--- src/rtl/dbgrf_pkg.sv ---
package dbgrf_pkg;

    localparam int DW = 32;

    typedef enum logic [1:0] {
        EXC_NONE = 2'd0,
        EXC_GP   = 2'd1,
        EXC_UD   = 2'd2,
        EXC_DB   = 2'd3
    } exc_e;

    typedef enum logic [2:0] {
        ST_IDLE,
        ST_DONE,
        ST_GP_FAULT,
        ST_UD_FAULT,
        ST_DB_TRAP
    } rsp_state_e;

    // status: storage mask and bits forced to one on read
    localparam logic [DW-1:0] STAT_RW_MASK  = 32'h0000_E00F;
    localparam logic [DW-1:0] STAT_FIXED_1  = 32'hFFFF_0FF0;
    // control: storage mask and bits forced to one on read
    localparam logic [DW-1:0] CTRL_RW_MASK  = 32'hFFFF_23FF;
    localparam logic [DW-1:0] CTRL_FIXED_1  = 32'h0000_0400;

    localparam int GD_BIT     = 13;
    localparam int STEP_BIT   = 14;
    localparam int TRAP_BIT   = 15;

    localparam logic [2:0] IDX_STAT = 3'd6;
    localparam logic [2:0] IDX_CTRL = 3'd7;

endpackage

--- src/rtl/dbgrf_access_check.sv ---
module dbgrf_access_check
    import dbgrf_pkg::*;
(
    input  logic       req_valid,
    input  logic [2:0] req_idx,
    input  logic [1:0] req_cpl,
    input  logic       alias_off,
    input  logic       gd_armed,
    output exc_e       verdict,
    output logic       grant,
    output logic [2:0] eff_idx
);
    logic is_alias_slot;

    assign is_alias_slot = (req_idx[2:1] == 2'b10);

    always_comb begin
        eff_idx = is_alias_slot ? (req_idx | 3'b010) : req_idx;
        if (req_cpl != 2'd0) begin
            verdict = EXC_GP;
        end else if (is_alias_slot && alias_off) begin
            verdict = EXC_UD;
        end else if (gd_armed) begin
            verdict = EXC_DB;
        end else begin
            verdict = EXC_NONE;
        end
        grant = req_valid && (verdict == EXC_NONE);
    end

endmodule

--- src/rtl/dbgrf_status_reg.sv ---
module dbgrf_status_reg
    import dbgrf_pkg::*;
#(
    parameter int NBP = 4
) (
    input  logic           clk,
    input  logic           rst_n,
    input  logic           wr_en,
    input  logic [DW-1:0]  wdata,
    input  logic [NBP-1:0] bp_hit,
    input  logic           step_hit,
    input  logic           trap_hit,
    input  logic           gd_hit,
    output logic [DW-1:0]  rd_val
);
    logic [DW-1:0] st_q;
    logic [DW-1:0] st_d;
    logic [DW-1:0] hw_set;

    always_comb begin
        hw_set = '0;
        hw_set[NBP-1:0] = bp_hit;
        hw_set[STEP_BIT] = step_hit;
        hw_set[TRAP_BIT] = trap_hit;
        hw_set[GD_BIT]   = gd_hit;
    end

    always_comb begin
        st_d = wr_en ? (wdata & STAT_RW_MASK) : st_q;
        st_d = st_d | hw_set;
    end

    always_ff @(posedge clk or negedge rst_n) begin
        if (!rst_n) begin
            st_q <= '0;
        end else begin
            st_q <= st_d & STAT_RW_MASK;
        end
    end

    assign rd_val = (st_q & STAT_RW_MASK) | STAT_FIXED_1;

endmodule

--- src/rtl/dbgrf_control_reg.sv ---
module dbgrf_control_reg
    import dbgrf_pkg::*;
#(
    parameter int NBP = 4
) (
    input  logic          clk,
    input  logic          rst_n,
    input  logic          wr_en,
    input  logic [DW-1:0] wdata,
    input  logic          task_sw,
    input  logic          gd_clear,
    output logic [DW-1:0] rd_val,
    output logic          gd_armed
);
    logic [DW-1:0] ctl_q;
    logic [DW-1:0] ctl_d;
    logic [DW-1:0] local_mask;

    // local enables sit on even positions of the low 2*NBP bits
    always_comb begin
        local_mask = '0;
        for (int i = 0; i < NBP; i++) begin
            local_mask[2*i] = 1'b1;
        end
    end

    always_comb begin
        ctl_d = wr_en ? (wdata & CTRL_RW_MASK) : ctl_q;
        if (task_sw) begin
            ctl_d = ctl_d & ~local_mask;
        end
        if (gd_clear) begin
            ctl_d[GD_BIT] = 1'b0;
        end
    end

    always_ff @(posedge clk or negedge rst_n) begin
        if (!rst_n) begin
            ctl_q <= '0;
        end else begin
            ctl_q <= ctl_d & CTRL_RW_MASK;
        end
    end

    assign rd_val   = (ctl_q & CTRL_RW_MASK) | CTRL_FIXED_1;
    assign gd_armed = ctl_q[GD_BIT];

endmodule

--- src/rtl/dbgrf_top.sv ---
module dbgrf_top
    import dbgrf_pkg::*;
#(
    parameter int NBP = 4
) (
    input  logic           clk,
    input  logic           rst_n,
    input  logic           req_valid,
    input  logic [2:0]     req_idx,
    input  logic           req_wr,
    input  logic [31:0]    req_wdata,
    input  logic [1:0]     req_cpl,
    input  logic           alias_off,
    input  logic           task_sw,
    input  logic [NBP-1:0] bp_hit,
    input  logic           step_hit,
    input  logic           trap_hit,
    output logic           rsp_valid,
    output logic [1:0]     rsp_exc,
    output logic [31:0]    rsp_rdata
);
    localparam int IDXW = 3;

    exc_e          verdict;
    logic          grant;
    logic [2:0]    eff_idx;
    logic          gd_armed;
    logic          gd_fire;
    logic [DW-1:0] stat_rd;
    logic [DW-1:0] ctrl_rd;
    logic [DW-1:0] addr_q [NBP];
    logic [DW-1:0] rd_mux;
    logic [DW-1:0] rdata_q;
    rsp_state_e    state_q;
    rsp_state_e    state_d;

    dbgrf_access_check u_chk_acc (
        .req_valid (req_valid),
        .req_idx   (req_idx),
        .req_cpl   (req_cpl),
        .alias_off (alias_off),
        .gd_armed  (gd_armed),
        .verdict   (verdict),
        .grant     (grant),
        .eff_idx   (eff_idx)
    );

    assign gd_fire = req_valid && (verdict == EXC_DB);

    dbgrf_status_reg #(.NBP(NBP)) u_stat (
        .clk      (clk),
        .rst_n    (rst_n),
        .wr_en    (grant && req_wr && (eff_idx == IDX_STAT)),
        .wdata    (req_wdata),
        .bp_hit   (bp_hit),
        .step_hit (step_hit),
        .trap_hit (trap_hit),
        .gd_hit   (gd_fire),
        .rd_val   (stat_rd)
    );

    dbgrf_control_reg #(.NBP(NBP)) u_ctrl (
        .clk      (clk),
        .rst_n    (rst_n),
        .wr_en    (grant && req_wr && (eff_idx == IDX_CTRL)),
        .wdata    (req_wdata),
        .task_sw  (task_sw),
        .gd_clear (gd_fire),
        .rd_val   (ctrl_rd),
        .gd_armed (gd_armed)
    );

    for (genvar g = 0; g < NBP; g++) begin : g_addr
        always_ff @(posedge clk or negedge rst_n) begin
            if (!rst_n) begin
                addr_q[g] <= '0;
            end else if (grant && req_wr && (eff_idx == IDXW'(g))) begin
                addr_q[g] <= req_wdata;
            end
        end
    end

    always_comb begin
        rd_mux = '0;
        if (eff_idx == IDX_STAT) begin
            rd_mux = stat_rd;
        end else if (eff_idx == IDX_CTRL) begin
            rd_mux = ctrl_rd;
        end else begin
            for (int i = 0; i < NBP; i++) begin
                if (eff_idx == IDXW'(i)) rd_mux = addr_q[i];
            end
        end
    end

    // next-state: outcome of the request presented this cycle
    always_comb begin
        state_d = ST_IDLE;
        if (req_valid) begin
            unique case (verdict)
                EXC_NONE: state_d = ST_DONE;
                EXC_GP:   state_d = ST_GP_FAULT;
                EXC_UD:   state_d = ST_UD_FAULT;
                EXC_DB:   state_d = ST_DB_TRAP;
                default:  state_d = ST_IDLE;
            endcase
        end
    end

    always_ff @(posedge clk or negedge rst_n) begin
        if (!rst_n) begin
            state_q <= ST_IDLE;
            rdata_q <= '0;
        end else begin
            state_q <= state_d;
            rdata_q <= (grant && !req_wr) ? rd_mux : '0;
        end
    end

    // output process
    always_comb begin
        rsp_valid = 1'b1;
        rsp_exc   = EXC_NONE;
        unique case (state_q)
            ST_IDLE:     rsp_valid = 1'b0;
            ST_DONE:     rsp_exc   = EXC_NONE;
            ST_GP_FAULT: rsp_exc   = EXC_GP;
            ST_UD_FAULT: rsp_exc   = EXC_UD;
            ST_DB_TRAP:  rsp_exc   = EXC_DB;
            default:     rsp_valid = 1'b0;
        endcase
    end

    assign rsp_rdata = rdata_q;

endmodule

--- config.mk ---
export PLATFORM = sky130hd
export DESIGN_NAME = dbgrf_top
export DESIGN_NICKNAME = d
export VERILOG_FILES = /design/src/rtl/dbgrf_pkg.sv /design/src/rtl/dbgrf_access_check.sv /design/src/rtl/dbgrf_status_reg.sv /design/src/rtl/dbgrf_control_reg.sv /design/src/rtl/dbgrf_top.sv
export SDC_FILE = /design/constraint.sdc
export NUM_CORES = 1
export LEC_CHECK = 0
export BUFFER_PORTS_ARGS = -buffer_cell sky130_fd_sc_hd__buf_2
export CAP_MARGIN = 15
export CORE_MARGIN = 8
export CORE_UTILIZATION = 59
export CTS_CLUSTER_DIAMETER = 120
export DETAILED_ROUTE_END_ITERATION = 8
export PLACE_DENSITY = 0.85
export SYNTH_ARGS = -nofsm -noshare
export SYNTH_HDL_FRONTEND = slang
export SYNTH_SLANG_ARGS = --single-unit
--- constraint.sdc ---
create_clock -name clk -period 2.7 [get_ports clk]
set_input_delay 0.675 -clock clk [delete_from_list [all_inputs] [get_ports clk]]
set_output_delay 0.675 -clock clk [all_outputs]
set_load 0.01 [all_outputs]
Yosys cells after proc, flatten, opt, wreduce, memory -nomap -nowiden:

Cells that the tools add are included.

* shifts and indexed selects: 0
* reductions and logical operators: 17
* multiply operators: 0
* mux-type cells: 19
* $lt $le $gt $ge: 0
* eq/ne operators: 13
* bitwise logic cells: 1
* divide/modulo/power cells: 0
* add/subtract/negate cells: 0

Operator list (number)
* $mux 32: 8
* $mux 16: 1
* $or 16x16->16: 1
* $eq 3x2->1 const B: 4
* $pmux 3 s4: 1
* $logic_and 1x1->1: 11
* $eq 3x3->1 const B: 3
* $mux 2: 4
* $mux 7: 1
* $eq 2x2->1 const B: 3
* $eq 3x1->1 const B: 2
* $pmux 2 s3: 1
* $reduce_bool 2->1: 2
* $reduce_or 4->1: 1
* $logic_not 3->1: 1
* $mux 3: 1
* $eq 2x1->1 const B: 1
* $logic_not 2->1: 1
* $mux 1: 2
* $logic_not 1->1: 1

* input bits: 49
* bits in read-only memories: 0
* memories kept: 0
* latch bits: 0
* flip-flop bits (word level): 197
* logic and storage cells: 59
* bits in writable memories: 0
* output and inout bits: 35

Logic depth before layout (Yosys ltp):

* word-level depth: 10
* depth in mapped cells: 9
* gate-level depth less buffers: 6

Modules after synthesis:

A second synthesis with hierarchy kept.

* cells, all modules: 776
* area total of the unflattened synthesis: 9317.7 um2

Modules (own cells, without submodules)
* dbgrf_top: seq. area each 4078.9 um2, area each 7591.0 um2, instances 1, cells an instance 648
* dbgrf_control_reg: seq. area each 675.6 um2, area each 1152.4 um2, instances 1, cells an instance 70
* dbgrf_status_reg: seq. area each 175.2 um2, area each 499.2 um2, instances 1, cells an instance 49
* dbgrf_access_check: seq. area each 0.0 um2, area each 75.1 um2, instances 1, cells an instance 9

Worst setup path after synthesis:

OpenSTA, ideal clock, no wires.

* path type: input -> register
* from: in req_idx[1]
* to: reg addr_q[100] (netlist name)
* setup time: 0.125 ns
* setup slack: 0.051 ns
* buffers on the path: 3
* stages on the path: 9
* data arrival time: 2.524 ns
* data required time: 2.575 ns
* cells stage by stage: buf_2 -> and3b_1 -> o21ai_0 -> ha_1 -> nand4b_1 -> or3_1 -> buf_2 -> buf_6 -> mux2_4

* word-level cells in the longest chain between the ends: 8
* elaborated cells between the ends (all ways): 10
* classes of those cells: eq/ne (1); mux (3); reduce/logical (6)

Ends and longest elaborated chain
* start, declared: line dbgrf_top.sv:9 `input logic [2:0] req_idx,`
* $eq 2x2->1: line dbgrf_access_check.sv:15 `assign is_alias_slot = (req_idx[2:1] == 2'b10);`
* $logic_and 1x1->1: line dbgrf_access_check.sv:21 `end else if (is_alias_slot && alias_off) begin`
* $mux 2: line dbgrf_access_check.sv:21
* $mux 2: line dbgrf_access_check.sv:19 `if (req_cpl != 2'd0) begin`
* $logic_not 2->1: line dbgrf_access_check.sv:28 `grant = req_valid && (verdict == EXC_NONE);`
* $logic_and 1x1->1: line dbgrf_access_check.sv:28
* $logic_and 1x1->1: line dbgrf_top.sv:77 `end else if (grant && req_wr && (eff_idx == IDXW'(g))) begin`
* $logic_and 1x1->1 *: line dbgrf_top.sv:77
* end signal, assigned by index: line dbgrf_top.sv:78 `addr_q[g] <= req_wdata;`
* end, declared: line dbgrf_top.sv:31 `logic [DW-1:0] addr_q [NBP];`

Mark *: on every way between the ends. The rest lies on a longest branch, timed or not.
A chain may end at the register's enable or synchronous reset.

Final worst setup path:

* from: in req_idx[1]
* to: reg addr_q[110] (netlist name)

Same word-level chain as after synthesis.

==> qor.yml <==
grt_setup_unrepaired: "false"
status: "finished clean"
cp.arrival_ns: 2.61
setup_slack_ns: 0.401
required_ns: 3.01
final-setup-viol-count: 0
clock_latency_ns: 0.43
cts-resized-gates: 0
drtPass1Iterations: 5
yosysWarningCount: 0
grt-ovfl-total: 0
cp-end-kind: "flop"
tightestPinTransition_ns: 0.568
post-route-period-util: 0.851
grt_usage: 0.219
synth_top_area_cell: "dfrtp_1"
wl_met3_um: 1070
root_buffer: "clkbuf_16"
grt_pass1_vias: 5765
pre_cts_slack_ns: -0.0160
rr_worst_depth: 6
synth_edf_count: 0
grt_pass1_wl_um: 31200
seq_area_frac_synth: 0.585
grt_max_degree: 63
synth.top_cell.area_share: 0.585
yosys-top-cells-area: "dfrtp_1 (58%), mux2_2 (16%), mux4_2 (7.5%), mux2_4 (5.3%), o22ai_1 (1.7%)"
routabilityCongestion: 0.792
dr_total_vias: 5080
dp_cells: 812
async_flop_share: 1.00
syn-cell-area_um2: 8430
ctsHoldBuffers: 0
routedLengthMet1_um: 7580
avgRoutedWirePerCell_um: 22.3
worst-setup-path-type: "input port to flop"
final_cells: 844
clk_pin_slew_ns: 0.07
drc: 0
post-cts-setup-buffer-count: 0
ios: 84
routed_wl_um: 18800
synth_cell_types: 37
synthFlopType: "dfrtp_1"
worst_setup_path_start_kind: "input port"
slew-limit-headroom: 0.621
viasPerCell: 6.02
synthCells: 557
drt_iter0_drc: 285
cts_tree: "built"
maxCapViolCount: 0
cts_sinks: 197
p_leak_nw: 4.83
fmax_mhz: 435
post-route-min-period_ns: 2.30
slew_viol_final: 0
hp-class: "input port to asynchronous set/reset pin"
syn_area_per_cell_um2: 15.1
cp_cell_sequence: "buf_2 -> and3b_1 -> o21ai_0 -> ha_1 -> nand4b_1 -> or3_2 -> buf_12 -> mux2_4"
irDropWorstVdd_mv: 0.496
portBuffers: 83
synthToLayoutAreaGrowth_pct: 16.4
path_max_fanout: 25
core_um2: 13900
dieArea_um2: 18400
drive_gt1_frac: 0.491
p_per_area_nw_per_um2: 689
top_layer_used: "met5"
hpwl_um: 12100
die_y_um: 136
regToRegSetupSlack_ns: 0.51
hold_viol: 0
final_nets: 702
numCtsBuffers: 17
power_mw: 6.76
start_util: 0.605
die_w_um: 136
clockBufferDepth: 2
cts_max_level: 4
crit_path_top_delay_cell: "or3_2"
antenna_found_initial: 1
dr_wl_met2_um: 9870
synthesis.nets: 608
row_count: 43
ant_nets: 0
diodes: 0
skew_ns: 0.00681
max_stage_delay_ns: 0.48
synth_seq_cells: 197
==> cell families after synthesis <==
kind of cell             count (synthesis)  synth area share
AO/OA/AOI/OAI                           55            0.0426
XOR/XNOR                                 2           0.00208
adder cells (fa/ha/maj)                  2           0.00297
buffers and inverters                   42            0.0243
flip-flops                             197             0.585
multiplexers                           190             0.303
AND/OR/NAND/NOR                         69            0.0399
==> cell usage after synthesis (all sizes together), types with 2 or more instances <==
master and number:
a211o 8, a211oi 4, a21oi 7, a221oi 2
a22oi 2, and2 3, and3 7, buf 27
clkbuf 9, dfrtp 197, ha 2, inv 6
mux2 155, mux2i 7, mux4 28, nand2 8
nand3 5, nor2 34, nor2b 2, o21ai 8
o22ai 23, xnor2 2
==> cell type report <==
type	instances	area, µm²
sequential	197	4930
fill	861	4120
multi-input combinational	318	3320
timing repair buffer	111	737
clock buffer	18	439
tap	180	225
clock inverter	14	140
inverter	6	22.5
==> critical path: cells and delay by family <==
kind	cells	cell delay [ns]
adders and majority gates	1	0.22
muxes	1	0.32
AOI/OAI and AO/OA	1	0.24
and+or+nand+nor	3	0.81
buffers and inverters	2	0.32
==> layout by cell type, fill, tap and decap left out, types with 4 or more instances in the layout <==
cell,count
dfrtp_1,197
mux2_2,121
buf_2,81
nor2_1,32
mux2_4,30
mux4_2,28
o22ai_1,23
buf_4,21
clkbuf_16,17
o21ai_0,8
nand2_1,8
a211o_1,8
buf_12,8
a21oi_1,7
mux2i_1,7
and3_1,7
inv_1,6
inv_6,6
nand3_1,5
a211oi_1,4
mux2_1,4
==> layer usage <==
layer	up-vias	global-route usage
li1	2240	-
met1	2663	0.273
met2	146	0.368
met3	29	0.0482
met4	2	0.0820
met5	-	0
==> sequential cells by signal (all words and copies together) (netlist names) <==
signal        flops
state_q           3
addr_q          128
u_stat.st_q       7
u_ctrl.ctl_q     27
rsp_rdata        32
==> where the power goes <==
part | total [mW] | switching (mW) | leakage, nW | internal, mW
Clock | 2.47 | 1.14 | 0.281 | 1.32
Combinational | 0.827 | 0.345 | 1.95 | 0.483
Sequential | 3.46 | 0.182 | 2.60 | 3.28
==> through the flow <==
| stage | utilization | instance area (µm²) | setup TNS [ns] | hold WS (ns) |
|---|---|---|---|---|
| floorplan | - | 8430 | 0 | 0.379 |
| global placement | 0.663 | 9230 | 0 | 0.464 |
| detailed placement | 0.663 | 9230 | -0.120 | 0.478 |
| CTS | 0.704 | 9810 | 0 | 0.235 |
| global route | 0.704 | 9810 | 0 | 0.255 |
| finish | 0.704 | 9810 | 0 | 0.229 |
==> worst paths after layout <==
kind,startpoint,to
max,req_idx[1],addr_q[110]
min in group clk,bp_hit[2],u_stat.st_q[2]
max in group asynchronous,rst_n,u_ctrl.ctl_q[16]
min,rst_n,state_q[1]
min reg2reg,addr_q[36],addr_q[36]
max reg2reg,u_ctrl.ctl_q[13],addr_q[110]
No activity file was read; power rests on OpenSTA's default activity.
